[src/rtl/gpio_chg_pkg.sv]
// Package: shared defaults and the per-pin result record.
// Assumes: nothing; compiled first.
package gpio_chg_pkg;

    parameter int unsigned PIN_COUNT_DEF = 8;

    typedef struct packed {
        logic src;      // pin is a current interrupt source
        logic rd_bit;   // bit presented in the input port read value
    } pin_res_t;

endpackage

[src/rtl/gpio_chg_cell.sv]
// Module: one pin's change detector.
// It keeps the reference level (the level the host last read), an optional
// captured level, and it forms the read bit and the source flag.
// Assumes: pin is already synchronized; rd_ack is a one-cycle pulse.
module gpio_chg_cell
    import gpio_chg_pkg::*;
(
    input  logic     clk,
    input  logic     rst_n,
    input  logic     pin,
    input  logic     dir_in,
    input  logic     pol,
    input  logic     lat_en,
    input  logic     rd_ack,
    output pin_res_t res
);

    logic ref_q;
    logic pin_q;
    logic hold_q;
    logic cap_q;
    logic diff;

    assign diff = pin ^ ref_q;

    // Purpose: reference tracks the last read level; pin_q is the prior-cycle level.
    always_ff @(posedge clk) begin
        if (!rst_n) begin
            ref_q <= pin;
            pin_q <= pin;
        end else begin
            pin_q <= pin;
            if (rd_ack) begin
                ref_q <= pin_q;
            end
        end
    end

    // Purpose: store the first differing level of a capturing input until read.
    always_ff @(posedge clk) begin
        if (!rst_n) begin
            hold_q <= 1'b0;
            cap_q  <= 1'b0;
        end else if (rd_ack) begin
            hold_q <= 1'b0;
        end else if (dir_in && lat_en && !hold_q && diff) begin
            hold_q <= 1'b1;
            cap_q  <= pin;
        end
    end

    // Purpose: present the read bit and the source flag.
    always_comb begin
        res.src    = hold_q | (dir_in & diff);
        res.rd_bit = ((hold_q & lat_en) ? cap_q : pin) ^ pol;
    end

    // a stored capture survives until the read acknowledge
    p_hold_sticky_r4: assert property (@(posedge clk) disable iff (!rst_n)
        (hold_q && !rd_ack) |=> hold_q);

    // the stored level does not move while held
    p_cap_stable_r4: assert property (@(posedge clk) disable iff (!rst_n)
        (hold_q && !rd_ack) |=> $stable(cap_q));

    // the acknowledge drops any stored capture
    p_ack_drop_r5: assert property (@(posedge clk) disable iff (!rst_n)
        rd_ack |=> !hold_q);

    // an output pin never starts a capture
    p_out_nohold_r2: assert property (@(posedge clk) disable iff (!rst_n)
        (!dir_in && !hold_q) |=> !hold_q);

endmodule

[src/rtl/gpio_chg_merge.sv]
// Module: applies the mask to the source vector and forms the interrupt line.
// Assumes: irq_mask bit 1 means masked; the line is active low.
module gpio_chg_merge #(
    parameter int unsigned PINS = 8
) (
    input  logic [PINS-1:0] src,
    input  logic [PINS-1:0] irq_mask,
    output logic [PINS-1:0] stat,
    output logic            int_n
);

    // Purpose: gate sources by the mask and drive the line low on any survivor.
    always_comb begin
        stat  = src & ~irq_mask;
        int_n = ~(|stat);
    end

endmodule

[src/rtl/gpio_chg_irq.sv]
// Module: top of the input change interrupt controller.
// It builds one detector per pin and merges their sources through the mask.
// Assumes: all configuration inputs come from registers clocked by clk.
module gpio_chg_irq
    import gpio_chg_pkg::*;
#(
    parameter int unsigned PINS = PIN_COUNT_DEF
) (
    input  logic            clk,
    input  logic            rst_n,
    input  logic [PINS-1:0] pin_lvl,
    input  logic [PINS-1:0] dir_cfg,
    input  logic [PINS-1:0] pol_inv,
    input  logic [PINS-1:0] latch_en,
    input  logic [PINS-1:0] irq_mask,
    input  logic            rd_ack,
    output logic [PINS-1:0] in_rdata,
    output logic [PINS-1:0] stat_rdata,
    output logic            int_n
);

    pin_res_t        res [PINS];
    logic [PINS-1:0] src;

    for (genvar g = 0; g < PINS; g++) begin : g_pin
        gpio_chg_cell u_cell (
            .clk    (clk),
            .rst_n  (rst_n),
            .pin    (pin_lvl[g]),
            .dir_in (dir_cfg[g]),
            .pol    (pol_inv[g]),
            .lat_en (latch_en[g]),
            .rd_ack (rd_ack),
            .res    (res[g])
        );
        assign src[g]      = res[g].src;
        assign in_rdata[g] = res[g].rd_bit;
    end

    gpio_chg_merge #(.PINS(PINS)) u_merge (
        .src      (src),
        .irq_mask (irq_mask),
        .stat     (stat_rdata),
        .int_n    (int_n)
    );

    // Purpose: tie the merged outputs to each other and to the mask.
    always_comb begin
        if (rst_n) begin
            // line low exactly when some status bit is set
            p_int_status_r8: assert (int_n == (stat_rdata == '0));
            // a masked pin never shows in status
            p_stat_masked_r7: assert ((stat_rdata & irq_mask) == '0);
        end
    end

endmodule

[config.mk]
export PLATFORM = sky130hd
export DESIGN_NAME = gpio_chg_irq
export DESIGN_NICKNAME = d
export VERILOG_FILES = /design/src/rtl/gpio_chg_pkg.sv /design/src/rtl/gpio_chg_cell.sv /design/src/rtl/gpio_chg_merge.sv /design/src/rtl/gpio_chg_irq.sv
export SDC_FILE = /design/constraint.sdc
export NUM_CORES = 1
export LEC_CHECK = 0
export BUFFER_PORTS_ARGS = -buffer_cell sky130_fd_sc_hd__buf_2
export CORE_MARGIN = 5
export CORE_UTILIZATION = 52
export CTS_CLUSTER_DIAMETER = 120
export CTS_CLUSTER_SIZE = 40
export DETAILED_ROUTE_END_ITERATION = 8
export PLACE_DENSITY = 0.84
export REMOVE_ABC_BUFFERS = 1
export SLEW_MARGIN = 20
export SYNTH_ARGS = -nofsm -noshare
export SYNTH_HDL_FRONTEND = slang
export SYNTH_HIERARCHICAL = 1
export SYNTH_SLANG_ARGS = --single-unit
export TNS_END_PERCENT = 20
[constraint.sdc]
create_clock -name clk -period 2.5 [get_ports clk]
set_input_delay 0.25 -clock clk [delete_from_list [all_inputs] [get_ports clk]]
set_output_delay 0.25 -clock clk [all_outputs]
set_load 0.02 [all_outputs]
# After elaboration in Yosys (flattened, before gate mapping)
# Index checks and enable logic that the tools add are counted.
word_totals:
  register_bits: 32
  inputBits: 43
  output_inout_bits: 17
  elab_cells: 144
classes:
  eq_ne: 1
  mux: 24
  bitwise: 45
  reduce_logical: 42
op_table:
  columns: ["cell", "count"]
  rows:
  - ["$logic_and 1x1->1", 24]
  - ["$mux 1", 24]
  - ["$and 1x1->1", 16]
  - ["$reduce_and 2->1", 8]
  - ["$xor 1x1->1", 16]
  - ["$and 8x8->8", 1]
  - ["$logic_not 1->1", 8]
  - ["$not 8->8", 1]
  - ["$or 1x1->1", 8]
  - ["$reduce_or 8->1", 1]
  - ["$not 1->1", 3]
  - ["$ne 2x1->1 const B", 1]
  - ["$reduce_or 2->1", 1]

# Logic depth before layout (Yosys ltp)
# Gate-level depths: netlist (run 1).
logic_depth:
  word_depth: 6
  mapped_depth: 5
  mapped_depth_nobuf: 5

# Hierarchy
# Netlist (run 1), hierarchy kept.
modules_own_cells:
  columns: ["mod", "instances", "cells_each", "area_per_inst_um2", "seq_area_each_um2"]
  rows:
  - ["gpio_chg_cell", 8, 18, 183.9, 90.1]
  - ["gpio_chg_merge", 1, 11, 105.1, 0.0]

# Worst setup path before layout (run 1)
# Ideal clock, no wire load.
synth_timing:
  kind: "reg2out"
  from: "register g_pin[5].u_cell.ref_q"
  to: "output port int_n"
  arrival_ns: 1.388
  required_time_ns: 2.250
  slack_ns: 0.862
  path_stages_with_launch: 6
  n_path_buf: 0
  cell_sequence: "edfxtp_1 xor2_1 a21o_1 nor2b_1 nor4_2 and2_1"
synth_rtl:
  columns: ["element", "line", "text"]
  rows:
  - ["start: declaration", "gpio_chg_cell.sv:18", "logic ref_q;"]
  - ["start signal: assignment", "gpio_chg_cell.sv:29", "ref_q <= pin;"]
  - ["start signal: assignment", "gpio_chg_cell.sv:34", "ref_q <= pin_q;"]
  - ["end: declaration", "gpio_chg_irq.sv:19", "output logic int_n"]

==> impl_metrics.toml, run 1 <==
[critical_path]
cp-start-kind = "flop"
crit_arrival_ps = 1790
r2r.worst_path.cells = 3
crit_type = "reg -> out"
cp_num_buf_inv = 1
crit_start = "g_pin[6].u_cell/ref_q$_DFFE_PP_"
critPathMaxFanout = 3
cp_top_family = "simple AND/OR/NAND/NOR gates"
crit_chain = "xor2_1 > a21o_1 > nor2b_4 > nor4_2 > and2_1 > buf_2"
worstSetupEndpointType = "output port"
max_stage_delay_ps = 380
r2r_start = "g_pin[6].u_cell/ref_q$_DFFE_PP_"
critical_path_required_ps = 2250
cp.depth = 6
slowest_stage = "edfxtp_1"

[global_routing]
grtUsageTotal_pct = 16.3
grt_antenna_before_repair = 0
grt_pass1_wl_mm = 5.31
grt_overflow = 0
grt_max_degree = 33
grt_pass1_vias = 1245

[logic_synthesis]
syn_area_per_cell_sq_um = 10.2
seq_area_frac_synth_pct = 45.7
synth_compound_area_share_pct = 6.98
synthSimpleGateAreaFrac_pct = 22.5
synth_cell_type_count = 17
yosys.area_share.adder_pct = 0
syn_area_sq_um = 1580
ys_warn_count = 6
synth_top_family_by_area = "simple AND/OR/NAND/NOR gates"
synth.area.mux_share_pct = 15.9
synth-seq-cells = 32
synth_xor_area_share_pct = 8.89
syn_inst = 155

[floorplanning]
die_h_um = 65.1
rows = 20
start_util_pct = 52.9
pin_count = 60
die_x_um = 65.1
core_sq_um = 2980
dieArea_sq_um = 4230

[clock_network]
cts_hold_buf = 0
cts.sink_count = 32
cts-root-buf = "clkbuf_4"
clock_latency_ps = 330
tritoncts = "yes"
cts_buffer_depth = 2
post_cts_buffers = 0
clk_pin_slew_worst_paths_ps = 90
htree_levels = 2
numCtsBuffers = 5
postCtsResizedCells = 0

[sta]
setup_viol = 0
finalSetupTns_ps = 0
rsz0062_at_grt = "no"
relSlewSlack_pct = 59.2
tightest_slew_ps = 612
clock_skew_ps = 6.64
fin_crit_sh_pct = 81.6
period_needed_ps = 2040
fmaxAchievable_ghz = 0.490
hold_viol = 0
drv_slew = 0

[worst_hold_path]
hp-start = "pin_lvl[1]"
hp-class = "in -> reg"
hold_path_depth = 1

[routing]
wl_per_cell_um = 12.9
via_per_inst = 5.15
vias = 1312
postRouteAntennaNets = 0
drt_iter0_drc = 76
drc = 0
first_pass_iters = 4
wl_mm = 3.29

[cells_and_area]
layout_commonest_cell = "buf_2"
finish.utilization_pct = 65.9
fin_nets = 264
mostFrequentLayoutCells = "buf_2 (59), nand2_1 (24), dfxtp_1 (24)"
drive_gt1_share_pct = 31.1
ff_latch_area_sq_um = 721
antenna_cells = 0
area_delta_synth_final_pct = 24.4
multi_input_area_sq_um = 856
stdcell_count = 255
fillCellCount = 263

[power]
pwr-share-comb_pct = 22.4
p_seq_share_pct = 52.9
leakagePower_nw = 0.981
switching_share_pct = 28.1
switchingPower_mw = 0.303
internal_power_mw = 0.775
clkPwrFrac_pct = 24.7
powerDensity_nw_per_um2 = 550
ir_drop_v = 0.000387

[run_status]
status = "completed"

[placed_design]
place_inst = 247
gp_congestion = 0.769
dp_hpwl_mm = 2.45
numPortBuffers = 59

[run]
cap_viol_max_count = 0
cells in the mapped netlist:
cell | n | area [sq um]
a21o_1 | 8 | 60.1
a31oi_1 | 8 | 50.1
and2_1 | 1 | 6.26
dfxtp_1 | 24 | 480
edfxtp_1 | 8 | 240
mux2_1 | 8 | 90.1
mux2i_1 | 16 | 160
nand2_1 | 24 | 90.1
nand2b_1 | 8 | 50.1
nand4_1 | 8 | 50.1
nor2_1 | 16 | 60.1
nor2b_1 | 4 | 25.0
nor2b_4 | 4 | 55.1
nor4_1 | 1 | 6.26
nor4_2 | 1 | 12.5
xnor2_1 | 8 | 70.1
xor2_1 | 8 | 70.1
final timing paths:
check | end | slack [ps]
setup / recovery | int_n | 460
hold / removal | g_pin[1].u_cell/pin_q$_DFF_P_ | 90
setup reg to reg | g_pin[6].u_cell/cap_q$_SDFFE_PN0P_ | 1450
hold reg to reg | g_pin[4].u_cell/cap_q$_SDFFE_PN0P_ | 460
power groups by stage:
stage	registers, mW	clock network [mW]	logic, mW
after detailed placement	0.583	0	0.241
after global routing	0.574	0.301	0.265
final	0.570	0.267	0.241
after CTS	0.571	0.279	0.243
after global placement	0.581	0	0.238
after floorplan	0.580	0	0.143
routing by layer:
layer	part of all wire (%)	vias to the layer above	track usage (%)	routed length, um
li1	-	677	-	-
met1	43	602	18.2	1430
met2	51	27	28.6	1690
met3	4.2	6	4.33	137
met4	1.2	0	7.77	38
met5	0	-	0	0
cells by family (layout without fill, tap and decap cells):
logic type,count (synthesis),count (layout)
muxes,24,24
AOI/OAI and AO/OA,16,16
DFF,32,32
buffers and inverters,0,67
and+or+nand+nor,67,67
xor gates and xnor gates,16,16
state kept, by name (all words and copies together), names as in the netlist:
| name | cells |
|---|---|
| g_pin.u_cell/cap_q | 8 |
| g_pin.u_cell/pin_q | 8 |
| g_pin.u_cell/hold_q | 8 |
| g_pin.u_cell/ref_q | 8 |
worst reg2reg max path, cell delays in order, from the launching register on:
cell,delay (ps)
edfxtp_1,380
xor2_1,250
nand4_1,170
mux2i_1,150
final cells by class:
type	instances	share of cell area (%)
timing repair buffer	59	15.1
sequential	32	36.7
clock inverter	1	0.191
multi-input combinational	123	43.6
clock buffer	7	2.30
tap	33	2.10
through the flow:
step / instance area (sq um) / worst slack [ps] / hold WS [ps] / total power, mW
after floorplan: 1580 / 862 / 278 / 0.723
after global placement: 1910 / 765 / 412 / 0.819
after detailed placement: 1910 / 779 / 416 / 0.824
after CTS: 1960 / 406 / 65.8 / 1.09
after global routing: 1960 / 354 / 56.8 / 1.14
final: 1960 / 461 / 85.7 / 1.08
No activity file was read; power rests on OpenSTA's default activity.
==> run 2, diff against run 1 <==
Settings changed: ABC_AREA set to 1, CORE_UTILIZATION 52 to 46, PLACE_DENSITY 0.84 to 0.76.
Clock period 2.5 ns to 1.7 ns, I/O delays scaled along.
==> impl_metrics.toml, run 2 <==
[routing]
vias = 1793
drc = 0
drt_iter0_drc = 64
postRouteAntennaNets = 0
wl_per_cell_um = 9.29
wl_mm = 3.73
via_per_inst = 4.47
first_pass_iters = 4

[logic_synthesis]
synth.top_cells.by_area = "dfxtp_1 (26%), nand2_1 (20%), edfxtp_1 (13%), inv_1 (10%), nand2_2 (6.3%)"
synth_cell_type_count = 14
syn_area_sq_um = 1880
syn_area_per_cell_sq_um = 6.65
async_reset_ff_share_pct = 0
synth.most_common_cell = "nand2_1"
synth_common_cells = "nand2_1 (99), inv_1 (52), dfxtp_1 (24)"
synth_edf_count = 8
synth.top_cell.area_share_pct = 25.5
syn_inst = 283
synth_area_leader_cell = "dfxtp_1"
seq_area_frac_synth_pct = 38.3
ys.flop_type = "dfxtp_1"
synth-seq-cells = 32
ys_warn_count = 6

[sta]
setup_viol = 0
tightest_slew_ps = 522
fin_hold_ws_ps = 42.7
rsz0062_at_grt = "yes"
period_needed_ps = 1630
finalSetupTns_ps = 0
fmaxAchievable_ghz = 0.614
relSlewSlack_pct = 65.2
hold_viol = 0
clock_skew_ps = 1.97
drv_slew = 0
fin_crit_sh_pct = 95.8
finalWorstSetupSlack_ps = 71.3

[global_routing]
grtUsageTotal_pct = 14.8
grt_pass1_wl_mm = 6.22
grt_max_degree = 33
grt_overflow = 0
grt_pass1_vias = 1602
grt_antenna_before_repair = 0

[worst_hold_path]
hp-start = "pin_lvl[2]"
hp-class = "in -> reg"
min_to = "g_pin[2].u_cell/pin_q$_DFF_P_"
hold_path_depth = 1

[clock_network]
tritoncts = "yes"
htree_levels = 2
cts_buffer_depth = 2
cts.sink_count = 32
clock_latency_ps = 280
cts-root-buf = "clkbuf_8"
clk_pin_slew_worst_paths_ps = 60
numCtsBuffers = 5
cts_hold_buf = 0

[cells_and_area]
area_delta_synth_final_pct = 24.6
stdcell_count = 401
fillCellCount = 401
fin_area_sq_um = 2340
antenna_cells = 0
multi_input_area_sq_um = 915
ff_latch_area_sq_um = 721
drive_gt1_share_pct = 37.0
finish.utilization_pct = 59.0
layout_commonest_cell = "nand2_1"
fin_nets = 393
mostFrequentLayoutCells = "nand2_1 (96), buf_2 (58), inv_1 (50)"

[floorplanning]
die_x_um = 73.9
dieArea_sq_um = 5470
pin_count = 60
start_util_pct = 47.4
core_sq_um = 3970
die_h_um = 73.9
rows = 23

[critical_path]
crit_type = "reg -> out"
critPathMaxFanout = 3
worstSetupEndpointType = "output port"
crit_arrival_ps = 1460
r2r_start = "g_pin[7].u_cell/ref_q$_DFFE_PP_"
r2r_end = "g_pin[7].u_cell/cap_q$_SDFFE_PN0P_"
cp-start-kind = "flop"
r2r.worst_path.cells = 8
reg2reg_slack_ps = 700
critical_path_required_ps = 1530

[run_status]
status = "completed"

[placed_design]
place_area_sq_um = 2240
dp_hpwl_mm = 3.06
gp_congestion = 0.811
place_inst = 392
numPortBuffers = 59
dp_slack_ps = 351

[power]
total_power_mw = 1.80
leakagePower_nw = 1.31
powerDensity_nw_per_um2 = 768
ir_drop_v = 0.000420

[run]
cap_viol_max_count = 0
==> run 2: changes by cell type after synthesis, sizes merged, moves of 8 or more <==
cell    change
nand2b      -8
mux2i      -16
nand2      +94
mux2        -8
inv        +68
a21oi       +8
xnor2       -8
a21o        -8
a31oi       -8
nand3       +8
nor2b       -8
o21ai      +16
==> run 2: how the worst max path moves through the flow <==
| stage | from | endpoint | slack (ps) | cells past startpoint |
|---|---|---|---|---|
| floorplan | g_pin[7].u_cell/ref_q$_DFFE_PP_ | int_n | 410 | 9 |
| CTS | g_pin[3].u_cell/ref_q$_DFFE_PP_ | int_n | 40 | 10 |
| global placement | g_pin[3].u_cell/ref_q$_DFFE_PP_ | int_n | 350 | 10 |
| global route | g_pin[6].u_cell/ref_q$_DFFE_PP_ | int_n | -20 | 11 |
| detailed placement | g_pin[3].u_cell/ref_q$_DFFE_PP_ | int_n | 350 | 10 |
| finish | g_pin[2].u_cell/ref_q$_DFFE_PP_ | int_n | 70 | 10 |
==> run 2: report_power, final <==
| group | switching, mW | internal, mW | total (mW) |
|---|---|---|---|
| sequential | 0.0256 | 0.825 | 0.851 |
| clock | 0.254 | 0.290 | 0.544 |
| combinational | 0.248 | 0.156 | 0.404 |
==> run 2: metal layers <==
metal,vias up,wire (um),track usage [%]
li1,982,-,-
met1,759,1700,17.9
met2,47,1660,24.7
met3,5,314,3.78
met4,0,52,6.64
met5,-,0,0
==> run 2: cell type report <==
class,count,area share [%]
Clock buffer,8,3.42
Inverter,68,10.9
Multi-Input combinational cell,183,39.0
Sequential cell,32,30.8
Tap cell,50,2.67
Timing Repair Buffer,60,13.2
==> run 2: cell families after synthesis <==
group / share of synthesized area (%)
AO/OA/AOI/OAI: 7.98
AND/OR/NAND/NOR: 36.4
XOR/XNOR: 3.73
buffers and inverters: 13.6
flip-flops: 38.3
==> run 2: critical path, stage by stage (launching register included) <==
cell      delay (ps)
edfxtp_1         430
nand2_2          100
nand2_2           70
nand2_1           50
nand2_1           40
nand2_1           70
nand2_1           70
inv_2             60
nand2_2           60
nor2_2           110
buf_6            120
==> run 2: timing repair <==
action                                  in CTS  in global routing
resized for setup                            0                  8
buffers inserted                             0                  1
endpoints found under the setup margin       0                  1
hold endpoints to repair                     0                  0
